File: src/rtl/tmr_pkg.sv
// Package: shared widths and register addresses for the timer/capture unit.
// Assumes a 6-bit byte address space and exactly four compare and four capture channels.
package tmr_pkg;
    localparam int TMR_W    = 19;
    localparam int STAMP_W  = 16;
    localparam int BYTE_W   = 8;
    localparam int FRAC_W   = TMR_W - STAMP_W;
    localparam int SNAP_W   = TMR_W - BYTE_W;
    localparam int N_CMP    = 4;
    localparam int N_IN     = 4;
    localparam int N_DUAL   = 2;
    localparam int N_CAPREG = 2 * N_DUAL + (N_IN - N_DUAL);
    localparam int ADDR_W   = 6;

    localparam logic [ADDR_W-1:0] A_TMR_FRAC = 6'h03;
    localparam logic [ADDR_W-1:0] A_TMR_HI   = 6'h04;
    localparam logic [ADDR_W-1:0] A_TMR_MID  = 6'h05;
    localparam logic [ADDR_W-1:0] A_CMP_BASE = 6'h08;
    localparam logic [ADDR_W-1:0] A_CAP_BASE = 6'h10;
    localparam logic [ADDR_W-1:0] A_FLAGS    = 6'h1D;
    localparam logic [ADDR_W-1:0] A_EDGESEL  = 6'h24;
    localparam logic [ADDR_W-1:0] A_PINS     = 6'h29;
endpackage

File: src/rtl/tmr_free_cnt.sv
// Free-running counter with a snapshot of its low bits.
// The snapshot is taken when snap_req is high; between requests it holds its value.
module tmr_free_cnt #(
    parameter int CNT_W  = 19,
    parameter int SNAP_W = 11
) (
    input  logic              clk,
    input  logic              rst_n,
    input  logic              snap_req,
    output logic [CNT_W-1:0]  count,
    output logic [SNAP_W-1:0] snap
);
    // Counter: clears on reset, otherwise steps by one each clock.
    always_ff @(posedge clk) begin
        if (!rst_n) count <= '0;
        else        count <= count + 1'b1;
    end

    // Snapshot: freezes the low bits when the top byte is read.
    always_ff @(posedge clk) begin
        if (!rst_n)        snap <= '0;
        else if (snap_req) snap <= count[SNAP_W-1:0];
    end

    p_tmr_step_r1: assert property (@(posedge clk) disable iff (!rst_n)
        1'b1 |=> count == CNT_W'($past(count) + 1'b1));
    p_snap_hold_r2: assert property (@(posedge clk) disable iff (!rst_n)
        !snap_req |=> $stable(snap));
    p_snap_take_r2: assert property (@(posedge clk) disable iff (!rst_n)
        snap_req |=> snap == $past(count[SNAP_W-1:0]));
endmodule

File: src/rtl/tmr_edge_sync.sv
// Two-flop synchroniser with edge detection for a vector of asynchronous inputs.
// Assumes each input holds a level for at least two clocks. Edges are reported one clock wide.
module tmr_edge_sync #(
    parameter int N = 4
) (
    input  logic         clk,
    input  logic         rst_n,
    input  logic [N-1:0] async_in,
    output logic [N-1:0] level,
    output logic [N-1:0] rise,
    output logic [N-1:0] fall
);
    logic [N-1:0] meta_q, sync_q, prev_q;

    // Synchroniser chain plus a delayed copy used for edge detection.
    always_ff @(posedge clk) begin
        if (!rst_n) begin
            meta_q <= '0;
            sync_q <= '0;
            prev_q <= '0;
        end else begin
            meta_q <= async_in;
            sync_q <= meta_q;
            prev_q <= sync_q;
        end
    end

    // Edge pulses from the synchronised level and its delayed copy.
    always_comb begin
        level = sync_q;
        rise  = sync_q & ~prev_q;
        fall  = ~sync_q & prev_q;
    end

    p_sync_lat_r5: assert property (@(posedge clk) disable iff (!rst_n)
        1'b1 |=> level == $past(meta_q));
endmodule

File: src/rtl/tmr_cap_reg.sv
// One capture register: loads the timestamp when enabled and holds it otherwise.
module tmr_cap_reg #(
    parameter int W = 16
) (
    input  logic         clk,
    input  logic         rst_n,
    input  logic         load,
    input  logic [W-1:0] stamp,
    output logic [W-1:0] value
);
    // Capture storage.
    always_ff @(posedge clk) begin
        if (!rst_n)    value <= '0;
        else if (load) value <= stamp;
    end

    p_cap_load_r5: assert property (@(posedge clk) disable iff (!rst_n)
        load |=> value == $past(stamp));
    p_cap_hold_r7: assert property (@(posedge clk) disable iff (!rst_n)
        !load |=> $stable(value));
endmodule

File: src/rtl/tmr_cmp_chan.sv
// One compare channel: a byte-writable compare value and a single-cycle match pulse.
// Matches only on the first sub-count (low FRAC bits zero), so each match is reported once.
module tmr_cmp_chan #(
    parameter int CNT_W = 19,
    parameter int CMP_W = 16
) (
    input  logic             clk,
    input  logic             rst_n,
    input  logic             wr_hi,
    input  logic             wr_lo,
    input  logic [7:0]       wdata,
    input  logic [CNT_W-1:0] count,
    output logic [CMP_W-1:0] cmp_val,
    output logic             hit
);
    localparam int FRAC = CNT_W - CMP_W;

    // Compare value: each byte written on its own.
    always_ff @(posedge clk) begin
        if (!rst_n) cmp_val <= '0;
        else begin
            if (wr_hi) cmp_val[CMP_W-1 -: 8] <= wdata;
            if (wr_lo) cmp_val[7:0]          <= wdata;
        end
    end

    // Match pulse on the first count of the matching window.
    always_comb hit = (count[FRAC-1:0] == '0) && (count[CNT_W-1:FRAC] == cmp_val);

    p_hit_once_r4: assert property (@(posedge clk) disable iff (!rst_n)
        hit |=> !hit);
endmodule

File: src/rtl/tmr_cap_unit.sv
// Timer with four compare channels and four capture inputs, on a byte register bus.
// Reads are combinational on bus_addr. Writes and snapshots happen on the clock edge.
// Assumes the package address map and channel counts.
module tmr_cap_unit
    import tmr_pkg::*;
(
    input  logic              clk,
    input  logic              rst_n,
    input  logic [ADDR_W-1:0] bus_addr,
    input  logic              bus_wr,
    input  logic              bus_rd,
    input  logic [7:0]        bus_wdata,
    output logic [7:0]        bus_rdata,
    input  logic [N_IN-1:0]   cap_in,
    output logic [N_CMP-1:0]  cmp_flag,
    output logic [N_IN-1:0]   cap_flag
);
    localparam int N_SINGLE = N_IN - N_DUAL;

    logic [TMR_W-1:0]   count;
    logic [SNAP_W-1:0]  snap;
    logic [N_IN-1:0]    lvl, rise, fall;
    logic [N_CMP-1:0]   cmp_hit;
    logic [STAMP_W-1:0] cmp_val [N_CMP];
    logic [STAMP_W-1:0] cap_val [N_CAPREG];
    logic [N_CAPREG-1:0] cap_load;
    logic [N_IN-1:0]    cap_set;
    logic [2*N_SINGLE-1:0] edge_sel;
    logic [N_CMP+N_IN-1:0] flags, flag_set, flag_clr;
    logic snap_req;

    assign snap_req = bus_rd && (bus_addr == A_TMR_HI);

    tmr_free_cnt #(.CNT_W(TMR_W), .SNAP_W(SNAP_W)) cnt_i (
        .clk(clk), .rst_n(rst_n), .snap_req(snap_req), .count(count), .snap(snap));

    tmr_edge_sync #(.N(N_IN)) sync_i (
        .clk(clk), .rst_n(rst_n), .async_in(cap_in),
        .level(lvl), .rise(rise), .fall(fall));

    for (genvar c = 0; c < N_CMP; c++) begin : g_cmp
        tmr_cmp_chan #(.CNT_W(TMR_W), .CMP_W(STAMP_W)) cmp_i (
            .clk(clk), .rst_n(rst_n),
            .wr_hi(bus_wr && bus_addr == A_CMP_BASE + ADDR_W'(2*c)),
            .wr_lo(bus_wr && bus_addr == A_CMP_BASE + ADDR_W'(2*c+1)),
            .wdata(bus_wdata), .count(count),
            .cmp_val(cmp_val[c]), .hit(cmp_hit[c]));
    end

    // Capture registers: rise/fall pairs first, then one per single-register input.
    for (genvar k = 0; k < N_CAPREG; k++) begin : g_cap
        if (k < 2 * N_DUAL) begin : g_dual
            if (k % 2 == 0) begin : g_r
                assign cap_load[k] = rise[k/2];
            end else begin : g_f
                assign cap_load[k] = fall[k/2];
            end
        end else begin : g_single
            localparam int CH = k - N_DUAL;
            localparam int SI = k - 2 * N_DUAL;
            assign cap_load[k] = (rise[CH] & edge_sel[2*SI]) | (fall[CH] & edge_sel[2*SI+1]);
        end
        tmr_cap_reg #(.W(STAMP_W)) reg_i (
            .clk(clk), .rst_n(rst_n), .load(cap_load[k]),
            .stamp(count[TMR_W-1:FRAC_W]), .value(cap_val[k]));
    end

    // Per-input capture event, merged over that input's registers.
    always_comb begin
        for (int i = 0; i < N_IN; i++) begin
            if (i < N_DUAL) cap_set[i] = cap_load[2*i] | cap_load[2*i+1];
            else            cap_set[i] = cap_load[i + N_DUAL];
        end
    end

    // Edge-select register for the single-register inputs.
    always_ff @(posedge clk) begin
        if (!rst_n) edge_sel <= '1;
        else if (bus_wr && bus_addr == A_EDGESEL) edge_sel <= bus_wdata[2*N_SINGLE-1:0];
    end

    // Sticky flags: write-one-to-clear, with a set winning over a clear.
    assign flag_set = {cap_set, cmp_hit};
    assign flag_clr = (bus_wr && bus_addr == A_FLAGS) ? bus_wdata : '0;
    always_ff @(posedge clk) begin
        if (!rst_n) flags <= '0;
        else        flags <= (flags & ~flag_clr) | flag_set;
    end

    assign cmp_flag = flags[N_CMP-1:0];
    assign cap_flag = flags[N_CMP+N_IN-1:N_CMP];

    // Read-data multiplexer over the whole register map.
    always_comb begin
        logic [ADDR_W-1:0] off;
        bus_rdata = '0;
        off = '0;
        case (bus_addr)
            A_TMR_FRAC: bus_rdata = {(8-FRAC_W)'(0), snap[FRAC_W-1:0]};
            A_TMR_HI:   bus_rdata = count[TMR_W-1 -: 8];
            A_TMR_MID:  bus_rdata = snap[FRAC_W +: 8];
            A_FLAGS:    bus_rdata = flags;
            A_EDGESEL:  bus_rdata = {(8-2*N_SINGLE)'(0), edge_sel};
            A_PINS:     bus_rdata = {(8-N_IN)'(0), lvl};
            default:    ;
        endcase
        if (bus_addr >= A_CMP_BASE && bus_addr < A_CMP_BASE + ADDR_W'(2*N_CMP)) begin
            off = bus_addr - A_CMP_BASE;
            bus_rdata = off[0] ? cmp_val[off[2:1]][7:0] : cmp_val[off[2:1]][STAMP_W-1 -: 8];
        end
        if (bus_addr >= A_CAP_BASE && bus_addr < A_CAP_BASE + ADDR_W'(2*N_CAPREG)) begin
            off = bus_addr - A_CAP_BASE;
            bus_rdata = off[0] ? cap_val[off[3:1]][7:0] : cap_val[off[3:1]][STAMP_W-1 -: 8];
        end
    end

    for (genvar f = 0; f < N_CMP + N_IN; f++) begin : g_flag_chk
        p_flag_set_r8: assert property (@(posedge clk) disable iff (!rst_n)
            flag_set[f] |=> flags[f]);
        p_flag_clr_r8: assert property (@(posedge clk) disable iff (!rst_n)
            (flag_clr[f] && !flag_set[f]) |=> !flags[f]);
        p_flag_keep_r8: assert property (@(posedge clk) disable iff (!rst_n)
            (!flag_clr[f] && flags[f]) |=> flags[f]);
    end
    p_cmp_flag_r4: assert property (@(posedge clk) disable iff (!rst_n)
        cmp_hit[0] |=> cmp_flag[0]);
endmodule

File: config.mk
export PLATFORM = sky130hd
export DESIGN_NAME = tmr_cap_unit
export DESIGN_NICKNAME = d
export VERILOG_FILES = /design/src/rtl/tmr_pkg.sv /design/src/rtl/tmr_free_cnt.sv /design/src/rtl/tmr_edge_sync.sv /design/src/rtl/tmr_cap_reg.sv /design/src/rtl/tmr_cmp_chan.sv /design/src/rtl/tmr_cap_unit.sv
export SDC_FILE = /design/constraint.sdc
export NUM_CORES = 1
export LEC_CHECK = 0
export BUFFER_PORTS_ARGS = -buffer_cell sky130_fd_sc_hd__buf_2
export CAP_MARGIN = 20
export CORE_AREA = 2 2 143 145
export DETAILED_ROUTE_END_ITERATION = 10
export DIE_AREA = 0 0 145 147
export GPL_TIMING_DRIVEN = 0
export PLACE_DENSITY = 0.7
export SLEW_MARGIN = 15
export SYNTH_ARGS = -nofsm -noshare
export SYNTH_HDL_FRONTEND = slang
export SYNTH_SLANG_ARGS = --single-unit
File: constraint.sdc
create_clock -name clk -period 2.3 [get_ports clk]
set_clock_uncertainty 0.15 [all_clocks]
set_input_delay 0 -clock clk [delete_from_list [all_inputs] [get_ports clk]]
set_output_delay 0 -clock clk [all_outputs]
set_load 0.02 [all_outputs]
==> results of run 1 <==
## flip-flops by register name (all words and copies together), names as in the netlist
register             count
g_cap.reg_i.value       96
g_cmp.cmp_i.cmp_val     64
cnt_i.count             19
cnt_i.snap              11
flags                    8
edge_sel                 4
sync_i.level             4
sync_i.meta_q            4
sync_i.prev_q            4
## worst min-delay path by stage
stage,from,end,slack [ns]
final,bus_addr[1],g_cmp[2].cmp_i.cmp_val[8]$_SDFFE_PN0P_,0.04
after global routing,bus_addr[1],g_cmp[0].cmp_i.cmp_val[15]$_SDFFE_PN0P_,0.06
after CTS,bus_addr[1],g_cmp[2].cmp_i.cmp_val[9]$_SDFFE_PN0P_,0.02
after detailed placement,cap_in[0],sync_i.meta_q[0]$_SDFF_PN0_,0.06
after global placement,cap_in[0],sync_i.meta_q[0]$_SDFF_PN0_,0.06
after floorplan,cap_in[0],sync_i.meta_q[0]$_SDFF_PN0_,-0.02
## cells in the mapped netlist (12+ instances only)
cell / count / share of area
a21boi_0: 71 / 0.049
a21oi_1: 18 / 0.0084
a22oi_1: 12 / 0.0084
and2_1: 30 / 0.017
buf_1: 12 / 0.0042
buf_2: 34 / 0.016
clkbuf_1: 55 / 0.019
dfxtp_1: 214 / 0.40
mux2i_1: 128 / 0.12
mux4_2: 15 / 0.031
nand2_1: 117 / 0.041
nand3_1: 93 / 0.043
nor2b_1: 110 / 0.064
nor4_1: 12 / 0.0070
xor2_1: 68 / 0.055
## kinds of logic (layout without fill, tap and decap cells)
logic type	count (synthesis)	after routing	synth area share
and+or+nand+nor	419	419	0.208
DFF	214	214	0.398
AOI/OAI and AO/OA	160	160	0.107
muxes	153	153	0.164
buffers and inverters	124	207	0.0525
xor gates and xnor gates	79	79	0.0642
adders and majority gates	6	6	0.00697
## power groups by stage
stage | Sequential (mW) | Combinational, mW | Clock, mW
after global routing | 3.79 | 0.698 | 3.85
after global placement | 3.87 | 0.625 | 0
after floorplan | 3.87 | 0.378 | 0
after detailed placement | 3.87 | 0.627 | 0
after CTS | 3.79 | 0.649 | 3.71
final | 3.79 | 0.671 | 3.69
## layout make-up
type	instances	share of cell area
plain buffers	112	0.0449
clock inverters	7	0.00401
repair buffers	41	0.0235
multi-input cells	817	0.487
clock buffers	37	0.0574
flip-flops and latches	214	0.352
inverters	10	0.00308
well taps	270	0.0277
## worst max-delay path, delay by kind of cell, from the launching register on
family,cells,cell delay [ns]
muxes,1,0.51
buffers and inverters,1,0.14
DFF,1,0.35
and+or+nand+nor,1,0.19
AOI/OAI and AO/OA,2,0.58
## repair_timing
action                                 in CTS  in global routing
hold buffers                               14                  0
pin swaps                                   2                  1
setup endpoints to repair                   8                  9
resized for setup                          18                 12
endpoints found under the hold margin      88                  0
buffers inserted                            2                  0
## metal layers
layer / routed length (µm) / up-vias / GRT usage
met5: 0 / - / 0.0114
met4: 1310 / 0 / 0.114
met3: 4010 / 94 / 0.0770
met2: 15500 / 519 / 0.495
met1: 15500 / 4414 / 0.488
li1: - / 4142 / -
## through the flow
stage	setup TNS (ns)	total power, mW	utilization	instances	instance area (µm²)
global placement	-0.00631	4.49	0.566	1450	11200
CTS	-0.146	8.14	0.613	1509	12200
detailed placement	-0.0265	4.50	0.566	1450	11200
global route	-0.169	8.34	0.614	1508	12200
finish	-0.152	8.15	0.614	1508	12200
floorplan	0	4.25	-	1155	10800
==> impl_metrics.py, run 1 <==
metrics = {
    "status": {
        "status": "finished with violations",
        "violations": "negative setup slack",
    },
    "global_routing": {
        "antenna_found_initial": 0,
        "grtUsageTotal": 0.337,
        "overflow": 0,
        "grt_start_max_net_pins": 13,
        "grt_pass1_wl_um": 54500,
        "grt_pass1_vias": 8593,
    },
    "job": {
        "maxCapViolations": 0,
    },
    "logic_synthesis": {
        "synth_fp_nets": 1183,
        "ys_async_sr_fraction": 0,
        "synth_cell_types": 54,
        "syn_inst": 1155,
        "yosysSeqAreaShare": 0.398,
        "synthFlopType": "dfxtp_1",
        "avgSynthCellArea_um2": 9.32,
        "synth_edf_count": 0,
        "ys_seq_elements": 214,
        "synth_warnings": 0,
        "syn_area_um2": 10800,
    },
    "timing": {
        "max_freq_mhz": 408,
        "post-route-min-period_ns": 2.45,
        "min_period_over_period": 1.07,
        "worst_slack_ns": -0.152,
        "drv_slew": 0,
        "finalHoldViolations": 0,
        "worst_pin_slew_ns": 0.827,
        "setup_viol": 1,
        "worst_hold_slack_ns": 0.0440,
        "rsz0062_at_grt": "yes",
        "max-slew-margin-rel": 0.449,
    },
    "power": {
        "ir_drop_v": 0.000520,
        "power.density_nw_per_um2": 669,
        "p_int_mw": 6.07,
        "pwr-share-seq": 0.465,
        "clockPowerShare": 0.453,
        "p_switching_mw": 2.08,
        "p_comb_frac": 0.082,
        "p_leak_nw": 4.67,
        "switching_share": 0.255,
    },
    "placed_design": {
        "portBuffers": 25,
        "gp_congestion": 0.965,
        "hpwl_um": 26200,
        "post-place-ws_ns": -0.0265,
    },
    "final_layout": {
        "area_delta_synth_final_pct": 13.1,
        "drive_gt1_frac": 0.126,
        "antenna_cells": 0,
        "layout_common_cells": "210 x dfxtp_1, 128 x mux2i_1, 117 x nand2_1",
        "nNetsFinal": 1248,
        "seq_area_um2": 4290,
        "multi_input_area_um2": 5930,
        "fillers": 1761,
        "mostFrequentLayoutCell": "dfxtp_1",
    },
    "clock_network": {
        "clkSinkCount": 214,
        "clk_pin_slew_ns": 0.06,
        "worstSkewPairLatency_ns": 0.54,
        "cts_root_buf": "clkbuf_16",
        "cts_tree": "built",
        "clockBufferDepth": 3,
        "cts_buffers": 24,
        "htreeDepth": 1,
    },
    "critical_path": {
        "max_stage_delay_ns": 0.51,
        "reg2reg_from": "cnt_i.count[10]$_SDFF_PN0_",
        "startpoint": "g_cmp[0].cmp_i.cmp_val[11]$_SDFFE_PN0P_",
        "worstPathArrival_ns": 2.30,
        "cpMaxStageDelayCell": "mux4_2",
        "worstSetupPathType": "reg2out",
        "regToRegEndpoint": "flags[3]$_SDFF_PN0_",
        "critical_path.cell_chain": "mux4_2 -> a222oi_1 -> nand4_1 -> a31o_1 -> buf_6",
        "rrSetupSlack_ns": 0.11,
        "worstPathRequired_ns": 2.15,
        "end_kind": "output pin",
        "worstSetupEndpoint": "bus_rdata[3]",
        "r2r_cells": 6,
        "cp_max_fo": 2,
        "cp-start-kind": "register",
    },
    "die": {
        "chipWidth_um": 145,
        "fp.coreArea_um2": 19800,
        "pin_count": 38,
        "die-area_um2": 21300,
        "row_count": 52,
        "start_util": 0.543,
        "die_y_um": 147,
    },
    "detailed_routing": {
        "ant_nets": 0,
        "drt-total-wl_um": 36300,
        "vias_per_cell": 6.08,
        "firstDrtPassIters": 5,
        "first_iter_violations": 1021,
        "drc_errors": 0,
        "wl_per_cell_um": 24.1,
        "num_vias": 9169,
    },
    "hold_path": {
        "min_path_type": "in2reg",
        "hold_depth": 5,
    },
}
Note: power is estimated with default switching activity, not from simulation.
==> run 2: changes to the inputs <==
CORE_AREA = 2 2 171 123   (was 2 2 143 145)
DIE_AREA = 0 0 173 125   (was 0 0 145 147)
PLACE_DENSITY = 0.69   (was 0.7)
==> run 2 against run 1 <==
Die area increased by 1.5%. Count of clock-buffer cells in the layout fell by 7. Non-clock buffer count unchanged. Cell area up 0.72%. Register-to-register slack worse by 0.15 ns. First-iteration DRC count grew 7.3%. The run still ends with negative setup slack left. Sequential share of layout area down 0.22 points. Global-route usage grew 0.34 points. Routed wire length grew 2.2%. Via count down 0.58%. Clock power is 8.4% higher. Hold slack gained 0.020 ns.
==> impl_metrics.py, run 2 (same netlist as run 1, synthesis figures left out) <==
metrics = {
    "power": {
        "power_mw": 8.46,
        "ir_drop_v": 0.000505,
        "p_leak_nw": 4.71,
        "power.density_nw_per_um2": 690,
    },
    "final_layout": {
        "final_util": 0.609,
        "largest_reg_flops": 96,
        "mostFrequentLayoutCell": "dfxtp_1",
        "reg_top3": "g_cap.reg_i.value (96), g_cmp.cmp_i.cmp_val (64), cnt_i.count (19)",
        "area_delta_synth_final_pct": 13.9,
        "instances_no_fill": 1510,
        "top_register": "g_cap.reg_i.value",
        "drive_gt1_frac": 0.134,
        "nNetsFinal": 1246,
        "layout_common_cells": "207 x dfxtp_1, 128 x mux2i_1, 117 x nand2_1",
        "fillers": 1820,
        "antenna_cells": 0,
    },
    "timing": {
        "min_period_over_period": 1.02,
        "worst_slack_ns": -0.0453,
        "rsz0062_at_grt": "yes",
        "finalHoldViolations": 0,
        "worst_pin_slew_ns": 0.819,
        "post-route-min-period_ns": 2.35,
        "max_freq_mhz": 426,
        "setup_viol": 3,
        "drv_slew": 0,
        "max-slew-margin-rel": 0.454,
    },
    "clock_network": {
        "htreeDepth": 1,
        "worstSkewPairLatency_ns": 0.52,
        "cts_root_buf": "clkbuf_16",
        "cts_buffers": 22,
        "clockBufferDepth": 3,
        "cts_tree": "built",
        "clkSinkCount": 214,
        "clk_pin_slew_ns": 0.06,
    },
    "global_routing": {
        "grt_util_met2": 0.448,
        "grt_pass1_vias": 8504,
        "antenna_found_initial": 0,
        "gr-usage-met1": 0.529,
        "grt_use_met3": 0.114,
        "overflow": 0,
        "grt_pass1_wl_um": 54900,
        "grt_start_max_net_pins": 15,
        "busiest_layer": "met1",
        "grtUsageTotal": 0.340,
    },
    "status": {
        "status": "finished with violations",
        "violations": "negative setup slack",
    },
    "critical_path": {
        "reg2reg_from": "cnt_i.count[6]$_SDFF_PN0_",
        "max_stage_delay_ns": 0.47,
        "cp_num_cells": 5,
        "r2r_cells": 5,
        "cp_max_fo": 2,
        "rrSetupSlack_ns": -0.04,
        "worstPathArrival_ns": 2.20,
        "cpMaxStageDelayCell": "mux4_2",
        "regToRegEndpoint": "flags[3]$_SDFF_PN0_",
        "cp_num_buf_inv": 1,
        "worstSetupPathType": "reg2out",
        "end_kind": "output pin",
        "worstPathRequired_ns": 2.15,
        "critical_path.cell_chain": "mux4_2 -> a222oi_1 -> nand4_1 -> a31o_1 -> buf_6",
        "cp-start-kind": "register",
        "path_delay_family": "compound AO/OA/AOI/OAI gates",
    },
    "die": {
        "fp.coreArea_um2": 20100,
        "chipWidth_um": 173,
        "die-area_um2": 21600,
        "die_y_um": 125,
        "start_util": 0.534,
        "row_count": 44,
        "pin_count": 38,
    },
    "placed_design": {
        "dpl.cell_count": 1456,
        "portBuffers": 25,
        "gp_congestion": 1.05,
        "hpwl_um": 27300,
    },
    "detailed_routing": {
        "wl_per_cell_um": 24.6,
        "num_vias": 9116,
        "firstDrtPassIters": 5,
        "first_iter_violations": 1096,
        "drt-total-wl_um": 37100,
        "ant_nets": 0,
        "vias_per_cell": 6.04,
        "drc_errors": 0,
    },
    "hold_path": {
        "worstHoldStart": "cap_in[2]",
        "hold_depth": 3,
        "min_path_type": "in2reg",
        "worstHoldEndpoint": "sync_i.meta_q[2]$_SDFF_PN0_",
    },
    "job": {
        "maxCapViolations": 0,
    },
}
## run 2: how the worst max path moves through the flow
stage / start / slack [ns] / endpoint
6_report: g_cmp[3].cmp_i.cmp_val[11]$_SDFFE_PN0P_ / -0.05 / bus_rdata[3]
5_1_grt: g_cmp[3].cmp_i.cmp_val[11]$_SDFFE_PN0P_ / -0.09 / bus_rdata[3]
4_1_cts: g_cmp[1].cmp_i.cmp_val[11]$_SDFFE_PN0P_ / -0.03 / bus_rdata[3]
3_5_place_dp: cnt_i.count[11]$_SDFF_PN0_ / -0.13 / flags[3]$_SDFF_PN0_
3_3_place_gp: cnt_i.count[11]$_SDFF_PN0_ / -0.10 / flags[3]$_SDFF_PN0_
2_1_floorplan: cnt_i.count[0]$_SDFF_PN0_ / 0.58 / cnt_i.count[18]$_SDFF_PN0_
## run 2: what timing repair did
| item | in CTS | in global routing |
|---|---|---|
| buffers inserted | 3 | 0 |
| pin swaps | 2 | 1 |
| hold buffers | 15 | 0 |
| endpoints found under the setup margin | 10 | 11 |
| resized for setup | 21 | 12 |
| endpoints found under the hold margin | 87 | 0 |
## run 2: layout make-up
cell class                      count  area [µm²]  share of cell area
Timing Repair Buffer               43         304              0.0248
Tap cell                          276         345              0.0282
Clock inverter                     10         158              0.0129
Clock buffer                       30         652              0.0532
Sequential cell                   214        4300               0.350
Inverter                           10        37.5             0.00306
Multi-Input combinational cell    817        5940               0.484
Buffer                            110         532              0.0434
## run 2: through the flow
| stage | instance area, µm² | hold WS [ns] | TNS, ns | worst slack [ns] |
|---|---|---|---|---|
| after floorplan | 10800 | -0.0227 | 0 | 0.579 |
| after global placement | 11200 | 0.0554 | -0.286 | -0.105 |
| after detailed placement | 11200 | 0.0588 | -0.226 | -0.131 |
| after CTS | 12200 | 0.0556 | -0.0315 | -0.0315 |
| after global routing | 12300 | 0.0903 | -0.0906 | -0.0862 |
| final | 12300 | 0.0642 | -0.130 | -0.0453 |
## run 2: worst min-delay path, stage by stage
cell and delay [ns]:
dlygate4sd3_1 0.51, buf_2 0.09, and2_1 0.10
## run 2: metal layers
metal,wire [µm],up-vias,part of all wire
met2,13900,501,0.38
met3,4910,63,0.13
met4,777,0,0.021
li1,-,4134,-
met5,0,-,0
met1,17500,4418,0.47
## run 2: report_power, final
group          total [mW]  leakage [nW]  internal [mW]  switching (mW)
combinational       0.676          2.58          0.238           0.438
sequential           3.78          1.73           3.74          0.0449
clock                4.00         0.390           2.44            1.57
